File: config.mk
export PLATFORM = sky130hd
export DESIGN_NAME = pm_clock_mode_ctrl
export DESIGN_NICKNAME = d
export VERILOG_FILES = /design/src/rtl/pm_pkg.sv /design/src/rtl/pm_pin_sync.sv /design/src/rtl/pm_window_timer.sv /design/src/rtl/pm_activity_mon.sv /design/src/rtl/pm_mode_decider.sv /design/src/rtl/pm_clock_mode_ctrl.sv
export SDC_FILE = /design/constraint.sdc
export NUM_CORES = 1
export LEC_CHECK = 0
export CAP_MARGIN = 20
export CORE_MARGIN = 2
export CORE_UTILIZATION = 34
export DETAILED_ROUTE_END_ITERATION = 12
export SETUP_SLACK_MARGIN = 0.3
export SLEW_MARGIN = 20
export SYNTH_ARGS = -nofsm -noshare
export SYNTH_HDL_FRONTEND = slang
export SYNTH_HIERARCHICAL = 1
export SYNTH_SLANG_ARGS = --single-unit
File: constraint.sdc
create_clock -name clk -period 2 [get_ports clk]
set_input_delay 0.3 -clock clk [delete_from_list [all_inputs] [get_ports clk]]
set_output_delay 0.3 -clock clk [all_outputs]
set_load 0.02 [all_outputs]
File: src/rtl/pm_pkg.sv
`timescale 1ns/1ps
package pm_pkg;
  typedef enum logic [1:0] {
    MODE_DOWN   = 2'b00,
    MODE_DUPLEX = 2'b01,
    MODE_HALF   = 2'b10
  } pm_mode_e;

  typedef enum logic [1:0] {
    FREQ_NONE = 2'b00,
    FREQ_LOW  = 2'b01,
    FREQ_HIGH = 2'b10
  } pm_freq_e;

  typedef struct packed {
    pm_mode_e mode;
    logic     src_rx;
    pm_freq_e freq;
  } pm_state_t;

  localparam int NUM_WATCH = 4;
  localparam int W_TXFS = 0;
  localparam int W_RXFS = 1;
  localparam int W_PDN  = 2;
  localparam int W_BSEL = 3;

  localparam pm_state_t PM_RESET_STATE = '{mode: MODE_DOWN, src_rx: 1'b0, freq: FREQ_NONE};
endpackage

File: src/rtl/pm_pin_sync.sv
`timescale 1ns/1ps
module pm_pin_sync #(
  parameter int STAGES = 2
) (
  input  logic clk,
  input  logic rst_n,
  input  logic pin_in,
  output logic pin_out
);
  logic [STAGES-1:0] chain;

  always_ff @(posedge clk) begin
    if (!rst_n) chain <= '0;
    else        chain <= {chain[STAGES-2:0], pin_in};
  end

  assign pin_out = chain[STAGES-1];
endmodule

File: src/rtl/pm_window_timer.sv
`timescale 1ns/1ps
module pm_window_timer #(
  parameter int WINDOW = 256
) (
  input  logic clk,
  input  logic rst_n,
  output logic win_end,
  output logic eval_tick
);
  localparam int CW = (WINDOW > 1) ? $clog2(WINDOW) : 1;
  localparam logic [CW-1:0] LAST = CW'(WINDOW - 1);

  logic [CW-1:0] count;

  always_ff @(posedge clk) begin
    if (!rst_n) begin
      count     <= '0;
      eval_tick <= 1'b0;
    end else begin
      count     <= (count == LAST) ? '0 : count + 1'b1;
      eval_tick <= (count == LAST);
    end
  end

  assign win_end = (count == LAST);
endmodule

File: src/rtl/pm_activity_mon.sv
`timescale 1ns/1ps
module pm_activity_mon (
  input  logic clk,
  input  logic rst_n,
  input  logic sig_s,
  input  logic win_end,
  output logic active,
  output logic level
);
  logic seen;
  logic edge_now;

  assign edge_now = sig_s ^ level;

  always_ff @(posedge clk) begin
    if (!rst_n) begin
      level  <= 1'b0;
      seen   <= 1'b0;
      active <= 1'b0;
    end else begin
      level <= sig_s;
      if (win_end) begin
        active <= seen | edge_now;
        seen   <= 1'b0;
      end else if (edge_now) begin
        seen <= 1'b1;
      end
    end
  end
endmodule

File: src/rtl/pm_mode_decider.sv
`timescale 1ns/1ps
module pm_mode_decider
  import pm_pkg::*;
(
  input  logic                 clk,
  input  logic                 rst_n,
  input  logic                 eval_tick,
  input  logic [NUM_WATCH-1:0] active,
  input  logic [NUM_WATCH-1:0] level,
  output pm_state_t            state_q,
  output logic                 pwr_q
);
  pm_state_t cand;
  pm_state_t last_cand;
  logic      pdn_held_high;
  logic      no_fsync;

  assign pdn_held_high = !active[W_PDN] && level[W_PDN];
  assign no_fsync      = !active[W_TXFS] && !active[W_RXFS];

  always_comb begin
    cand = PM_RESET_STATE;
    if (pdn_held_high || no_fsync) begin
      cand.mode   = MODE_DOWN;
      cand.src_rx = 1'b0;
    end else if (active[W_TXFS]) begin
      cand.mode   = MODE_DUPLEX;
      cand.src_rx = 1'b0;
    end else begin
      cand.mode   = MODE_HALF;
      cand.src_rx = active[W_PDN];
    end
    if (active[W_BSEL])     cand.freq = FREQ_NONE;
    else if (level[W_BSEL]) cand.freq = FREQ_HIGH;
    else                    cand.freq = FREQ_LOW;
  end

  always_ff @(posedge clk) begin
    if (!rst_n) begin
      last_cand <= PM_RESET_STATE;
      state_q   <= PM_RESET_STATE;
      pwr_q     <= 1'b0;
    end else if (eval_tick) begin
      last_cand <= cand;
      if (cand == last_cand) begin
        state_q <= cand;
        pwr_q   <= (cand.mode != MODE_DOWN);
      end
    end
  end
endmodule

File: src/rtl/pm_clock_mode_ctrl.sv
`timescale 1ns/1ps
module pm_clock_mode_ctrl
  import pm_pkg::*;
#(
  parameter int WINDOW      = 256,
  parameter int SYNC_STAGES = 2
) (
  input  logic       clk,
  input  logic       rst_n,
  input  logic       tx_fsync,
  input  logic       rx_fsync,
  input  logic       rx_mclk_pdn,
  input  logic       rx_bclk_sel,
  output logic       pwr_up,
  output logic [1:0] mode,
  output logic       clk_src_rx,
  output logic [1:0] freq_code
);
  logic [NUM_WATCH-1:0] pins_raw;
  logic [NUM_WATCH-1:0] pins_s;
  logic [NUM_WATCH-1:0] act;
  logic [NUM_WATCH-1:0] lvl;
  logic                 win_end;
  logic                 eval_tick;
  pm_state_t            state_q;
  logic                 pwr_q;

  assign pins_raw[W_TXFS] = tx_fsync;
  assign pins_raw[W_RXFS] = rx_fsync;
  assign pins_raw[W_PDN]  = rx_mclk_pdn;
  assign pins_raw[W_BSEL] = rx_bclk_sel;

  pm_window_timer #(.WINDOW(WINDOW)) u_timer (
    .clk(clk), .rst_n(rst_n), .win_end(win_end), .eval_tick(eval_tick)
  );

  for (genvar g = 0; g < NUM_WATCH; g++) begin : g_watch
    pm_pin_sync #(.STAGES(SYNC_STAGES)) u_sync (
      .clk(clk), .rst_n(rst_n), .pin_in(pins_raw[g]), .pin_out(pins_s[g])
    );
    pm_activity_mon u_mon (
      .clk(clk), .rst_n(rst_n), .sig_s(pins_s[g]), .win_end(win_end),
      .active(act[g]), .level(lvl[g])
    );
  end

  pm_mode_decider u_dec (
    .clk(clk), .rst_n(rst_n), .eval_tick(eval_tick),
    .active(act), .level(lvl), .state_q(state_q), .pwr_q(pwr_q)
  );

  assign pwr_up     = pwr_q;
  assign mode       = state_q.mode;
  assign clk_src_rx = state_q.src_rx;
  assign freq_code  = state_q.freq;
endmodule

==> impl_metrics.yaml, run 1 <==
detailed_routing:
  vias: 1132
  drt.antenna.violating_nets: 0
  drc: 0
  drt_first_iter_violations: 31
  dr_wl_met2_mm: 1.242
  drt-met1-wl_mm: 1.172
  dr.max_layer_used: "met4"
  drt-total-wl_mm: 2.575
  first_pass_iters: 4
  wl_met3_um: 126
  routedWlPerCell_um: 11.20
  via_per_inst: 4.922
critical_path:
  cp-start-kind: "flop"
  worstPathArrival_ns: 1.78
  cp-end-kind: "flop"
  slowest_delay_ns: 0.37
  crit_chain: "nor2b_2 > nand3b_1 > a221oi_4 > a21boi_0 > o31a_1"
  critPathRequiredTime_ns: 2.18
  cp_slowest_cell: "dfxtp_1"
  crit_buf_inv: 0
  critPathKind: "reg -> reg"
  r2r_slack_ns: 0.40
  path_delay_family: "compound AO/OA/AOI/OAI gates"
  cp_max_fo: 4
clock_tree:
  cts_tree: "built"
  cts_setup_buffers: 0
  root_buffer: "clkbuf_8"
  clockBufferDepth: 2
  clk_pin_slew_worst_paths_ns: 0.07
  cts_max_level: 2
  clk_latency_ns: 0.29
  numCtsBuffers: 5
  clock-sinks: 40
timing:
  rsz0062_at_grt: "no"
  finalSetupViolCount: 0
  min_period_ns: 1.599
  slew_violations: 0
  finalCritPeriodShare_pct: 79.96
  finalHoldViolations: 0
  fmax_ghz: 0.6253
  skew_ns: 0.003593
  max-slew-margin-rel_pct: 70.95
  worst_slack_ns: 0.4008
  worst_slew_pin_slew_ns: 0.4312
  setup_tns_ns: 0
  whs_ns: 0.4346
placed_design:
  gp_congestion: 0.7078
  dpl-instance-area_mm2: 0.001753
  place_inst: 222
  io_buffers: 11
  dp.final_hpwl_mm: 1.730
  post-place-ws_ns: 0.4227
power:
  p_sw_mw: 0.3066
  p_total_mw: 1.529
  powerDensity_mw_per_mm2: 816.8
  p_sw_share_pct: 20.06
  p_clk_share_pct: 41.5
  pwr-share-comb_pct: 4.1
  intPower_mw: 1.222
  ir_worst_vdd_uv: 304.6
  leakage_nw: 0.6745
  seqPwrFrac_pct: 54.4
synth:
  seq_area_frac_synth_pct: 51.28
  yosysTopAreaCell: "dfxtp_1"
  synth_area_leaders: "dfxtp_1, mux2i_1, and2_1, xnor2_1, nand2b_1"
  syn_nets: 166
  syn_area_per_cell_um2: 9.821
  synth_seq_cells: 40
  netlist_area_mm2: 0.001561
  netlist.area_leader.share_pct: 51.28
  yosys-top-cells-count: "dfxtp_1, nand2_1, and2_1"
  synth.distinct_cells: 34
  synth_flop_cell: "dfxtp_1"
  synth-warning-count: 6
  synth_most_common_cell: "dfxtp_1"
  synth_edf_count: 0
  async_reset_ff_share_pct: 0
  syn_inst: 159
die:
  core_mm2: 0.004384
  initial_utilization_pct: 35.62
  die_area_mm2: 0.005151
  dieHeight_um: 71.77
  fp.dieW_um: 71.77
  pin_count: 12
  row_count: 24
worst_hold_path:
  hold_path_class: "reg -> reg"
run_status:
  status: "finished clean"
grt:
  antenna_found_initial: 0
  grt_pass1_wl_mm: 4.505
  grt_start_max_net_pins: 39
  grt_pass1_vias: 1055
  grt_usage_pct: 11.26
  grt_overflow: 0
flow_run:
  max_cap_viol_count: 0
layout:
  n_antenna_cell: 0
  fin_area_mm2: 0.001872
  final_util_pct: 42.69
  final_nets: 184
  n_fill_cell: 444
  final_cells: 230
  final_layout_size_suffix_gt1_share_pct: 11.24
  area_delta_synth_final_pct: 19.87
==> layout make-up <==
| cell class | count | area [um2] | share of cell area, % |
|---|---|---|---|
| multi-input combinational | 109 | 730.7 | 39.04 |
| clock inverter | 2 | 35.03 | 1.872 |
| inverter | 8 | 30.03 | 1.604 |
| clock buffer | 6 | 72.57 | 3.877 |
| timing repair buffer | 13 | 137.6 | 7.353 |
| tap | 52 | 65.06 | 3.476 |
| sequential | 40 | 800.8 | 42.78 |
==> worst register-to-register path: cells and delay by family, from the launching register on <==
| kind | cells | cell delay [ns] |
|---|---|---|
| AO/OA/AOI/OAI | 3 | 0.76 |
| flip-flops | 1 | 0.37 |
| AND/OR/NAND/NOR | 2 | 0.37 |
==> layout by cell type (no fill, tap or decap), types with 3 or more instances in the layout <==
master / n
dfxtp_1: 40
clkdlybuf4s50_1: 11
nand2_1: 11
and2_1: 9
inv_1: 8
o21ai_0: 8
nand2b_1: 7
a21oi_1: 7
mux2i_1: 7
nor2_1: 7
xnor2_1: 6
nand3_1: 6
clkbuf_8: 5
a31oi_1: 5
and2_2: 5
nand3b_1: 4
nand3_2: 3
a21boi_0: 3
or3_1: 3
==> sequential cells by signal (all words and copies together), names as in the netlist <==
name	flops
g_watch.u_sync/chain	8
g_watch.u_mon/seen	4
u_timer/eval_tick	1
g_watch.u_mon/active	4
u_timer/count	8
u_dec/state_q	5
u_dec/pwr_q	1
u_dec/last_cand	5
g_watch.u_mon/level	4
==> kinds of logic (layout without fill, tap and decap cells) <==
kind of cell             Yosys count  count (layout)  synth area share, %
AO/OA/AOI/OAI                     29              29                11.86
XOR/XNOR                           8               8                4.487
adder cells (fa/ha/maj)            1               1               0.8012
buffers and inverters             10              29                2.644
flip-flops                        40              40                51.28
AND/OR/NAND/NOR                   64              64                24.44
multiplexers                       7               7                4.487
==> routing by layer <==
layer,vias up,global-route usage [%]
met5,-,0
met4,0,3.774
met3,6,5.626
met2,18,18.72
met1,524,12.50
li1,584,-
==> power by group through the flow <==
stage	registers, mW	clock network, mW	logic, mW
2_1_floorplan	0.848	0	0.0384
3_5_place_dp	0.850	0	0.0640
4_1_cts	0.832	0.661	0.0641
6_report	0.832	0.634	0.0626
3_3_place_gp	0.850	0	0.0619
5_1_grt	0.835	0.688	0.0728
==> worst paths after layout <==
check,startpoint,to,depth (start not counted)
hold / removal,g_watch[1].u_sync/chain[0]$_SDFF_PN0_,g_watch[1].u_sync/chain[1]$_SDFF_PN0_,1
hold reg to reg,g_watch[1].u_sync/chain[0]$_SDFF_PN0_,g_watch[1].u_sync/chain[1]$_SDFF_PN0_,1
setup reg to reg,g_watch[1].u_mon/active$_SDFFE_PN0P_,u_dec/state_q[4]$_SDFFE_PN0P_,5
setup / recovery,g_watch[1].u_mon/active$_SDFFE_PN0P_,u_dec/state_q[4]$_SDFFE_PN0P_,5
==> timing repair <==
| item | CTS | global route |
|---|---|---|
| gates resized for setup | 0 | 1 |
| setup endpoints to repair | 0 | 1 |
| hold buffers | 0 | 0 |
No activity file was read; power rests on OpenSTA's default activity.
==> inputs of run 2 (changes only) <==
- clock period: 2 -> 1.3 ns (I/O delays scaled with it)
==> run 2 against run 1 <==
Net effect:
- the run now ends with negative setup slack left
- via count grew 13%
- cell count is 14% higher
- clock skew rose by 0.0042 ns
- worst hold slack lost 0.077 ns
- critical path type unchanged
- worst setup slack got worse by 0.57 ns
- highest routed layer unchanged
- critical endpoint is now u_dec/pwr_q$_SDFFE_PN0P_
- core utilization rose by 9.9 points
- largest power group unchanged
==> impl_metrics.yaml, run 2 (synthesis gave the netlist of run 1 again) <==
run_status:
  status: "finished with violations"
  violations: "negative setup slack"
detailed_routing:
  drt-total-wl_mm: 3.447
  via_per_inst: 4.874
  routedWlPerCell_um: 13.16
  wl_met3_um: 129
  vias: 1277
  drt.antenna.violating_nets: 0
  dr_wl_met2_mm: 1.738
  dr.max_layer_used: "met4"
  drt_first_iter_violations: 38
  drt-met1-wl_mm: 1.530
  first_pass_iters: 4
  drc: 0
critical_path:
  cp-start-kind: "flop"
  critPathRequiredTime_ns: 1.47
  r2r_slack_ns: -0.17
  cp_slowest_cell: "dfxtp_4"
  cp-end-kind: "flop"
  cp_max_fo: 5
  crit_buf_inv: 0
  r2r-end: "u_dec/pwr_q$_SDFFE_PN0P_"
  critPathKind: "reg -> reg"
  r2r-start: "g_watch[2].u_mon/active$_SDFFE_PN0P_"
  crit_chain: "or2b_4 > and2_2 > xnor2_2 > nand3_2 > mux2i_1"
  r2r_cells: 5
  path_delay_family: "simple AND/OR/NAND/NOR gates"
  slowest_delay_ns: 0.35
  worstPathArrival_ns: 1.64
  startpoint: "g_watch[2].u_mon/active$_SDFFE_PN0P_"
power:
  p_clk_share_pct: 38.1
  pwr-share-comb_pct: 7.7
  powerDensity_mw_per_mm2: 1021
  p_sw_mw: 0.5153
  p_sw_share_pct: 21.88
  intPower_mw: 1.840
  ir_worst_vdd_uv: 786.2
  seqPwrFrac_pct: 54.2
  leakage_nw: 0.8793
timing:
  skew_ns: 0.007783
  rsz0062_at_grt: "yes"
  setup_tns_ns: -0.9984
  worst_slack_ns: -0.1729
  fmax_ghz: 0.6789
  worst_slew_pin_slew_ns: 0.2768
  min_period_ns: 1.473
  slew_violations: 0
  finalCritPeriodShare_pct: 113.3
  finalHoldViolations: 0
  max-slew-margin-rel_pct: 81.29
  finalSetupViolCount: 6
grt:
  grt_start_max_net_pins: 20
  grt_pass1_vias: 1261
  antenna_found_initial: 0
  grt_pass1_wl_mm: 5.616
  grt_usage_pct: 13.79
  grt_overflow: 0
layout:
  final_common_cell: "buf_4"
  n_antenna_cell: 0
  final_util_pct: 52.63
  final_nets: 216
  top_regs: "g_watch.u_sync/chain (8), u_timer/count (8)"
  area_delta_synth_final_pct: 47.76
  final_layout_size_suffix_gt1_share_pct: 44.29
  final_cell_mix: "buf_4, dfxtp_1, nand2_1"
  n_fill_cell: 405
die:
  pin_count: 12
  fp.dieW_um: 71.77
  row_count: 24
  core_mm2: 0.004384
  dieHeight_um: 71.77
  die_area_mm2: 0.005151
  initial_utilization_pct: 35.62
clock_tree:
  cts_max_level: 2
  cts_tree: "built"
  clk_pin_slew_worst_paths_ns: 0.07
  numCtsBuffers: 5
  clk_latency_ns: 0.29
  clockBufferDepth: 2
  root_buffer: "clkbuf_8"
  clock-sinks: 40
placed_design:
  io_buffers: 11
  gp_congestion: 0.7975
  dp.final_hpwl_mm: 1.993
  post-place-ws_ns: -0.2210
worst_hold_path:
  holdCritStartpoint: "rst_n"
  hold_path_class: "in -> reg"
  hold_depth: 4
  whs_endpoint: "g_watch[3].u_mon/active$_SDFFE_PN0P_"
flow_run:
  max_cap_viol_count: 0
## run 2: how the worst max path moves through the flow
stage                     cells after the start                             to  slack [ns]
after floorplan                               5  u_dec/state_q[4]$_SDFFE_PN0P_       -0.14
after global placement                        5  u_dec/state_q[4]$_SDFFE_PN0P_       -0.17
after detailed placement                      5  u_dec/state_q[4]$_SDFFE_PN0P_       -0.22
after CTS                                     5  u_dec/state_q[4]$_SDFFE_PN0P_       -0.18
after global routing                          5  u_dec/state_q[1]$_SDFFE_PN0P_       -0.26
final                                         5       u_dec/pwr_q$_SDFFE_PN0P_       -0.17
## run 2: stage by stage
step	power, mW	hold WS, ns	cell area, um2	instances
2_1_floorplan	1.372	0.3167	1609	159
3_3_place_gp	1.418	0.4156	1913	237
3_5_place_dp	1.425	0.4194	1913	237
4_1_cts	2.347	0.4364	2156	253
5_1_grt	2.453	0.3777	2307	262
6_report	2.356	0.3577	2307	262
## run 2: metal layers
| layer | vias up | GRT usage [%] |
|---|---|---|
| met5 | - | 0 |
| met4 | 0 | 5.870 |
| met3 | 9 | 3.657 |
| met2 | 23 | 23.05 |
| met1 | 600 | 16.74 |
| li1 | 645 | - |
## run 2: tightest hold or removal path, cell delays in order
cell            delay, ns
dlymetal6s2s_1       0.15
buf_12               0.16
o21ai_2              0.05
a31oi_1              0.04
## run 2: repair_timing
item,in CTS,in global routing
endpoints found under the setup margin,29,29
hold buffers,0,0
buffers inserted,7,9
cloned,1,0
pin swaps,14,6
resized for setup,55,22
## run 2: final cells by class
type	instances	area (um2)	share of cell area (%)
Clock buffer	8	100.1	4.338
Inverter	8	30.03	1.302
Multi-Input combinational cell	110	898.4	38.94
Sequential cell	40	832.0	36.06
Tap cell	52	65.06	2.820
Timing Repair Buffer	44	381.6	16.54
## run 2: power by group through the flow
stage          registers (mW)  logic, mW  clock network [mW]
6_report                 1.28      0.182               0.897
4_1_cts                  1.28      0.148               0.918
3_5_place_dp             1.31      0.111                   0
2_1_floorplan            1.31     0.0632                   0
5_1_grt                  1.28      0.198               0.975
3_3_place_gp             1.31      0.107                   0
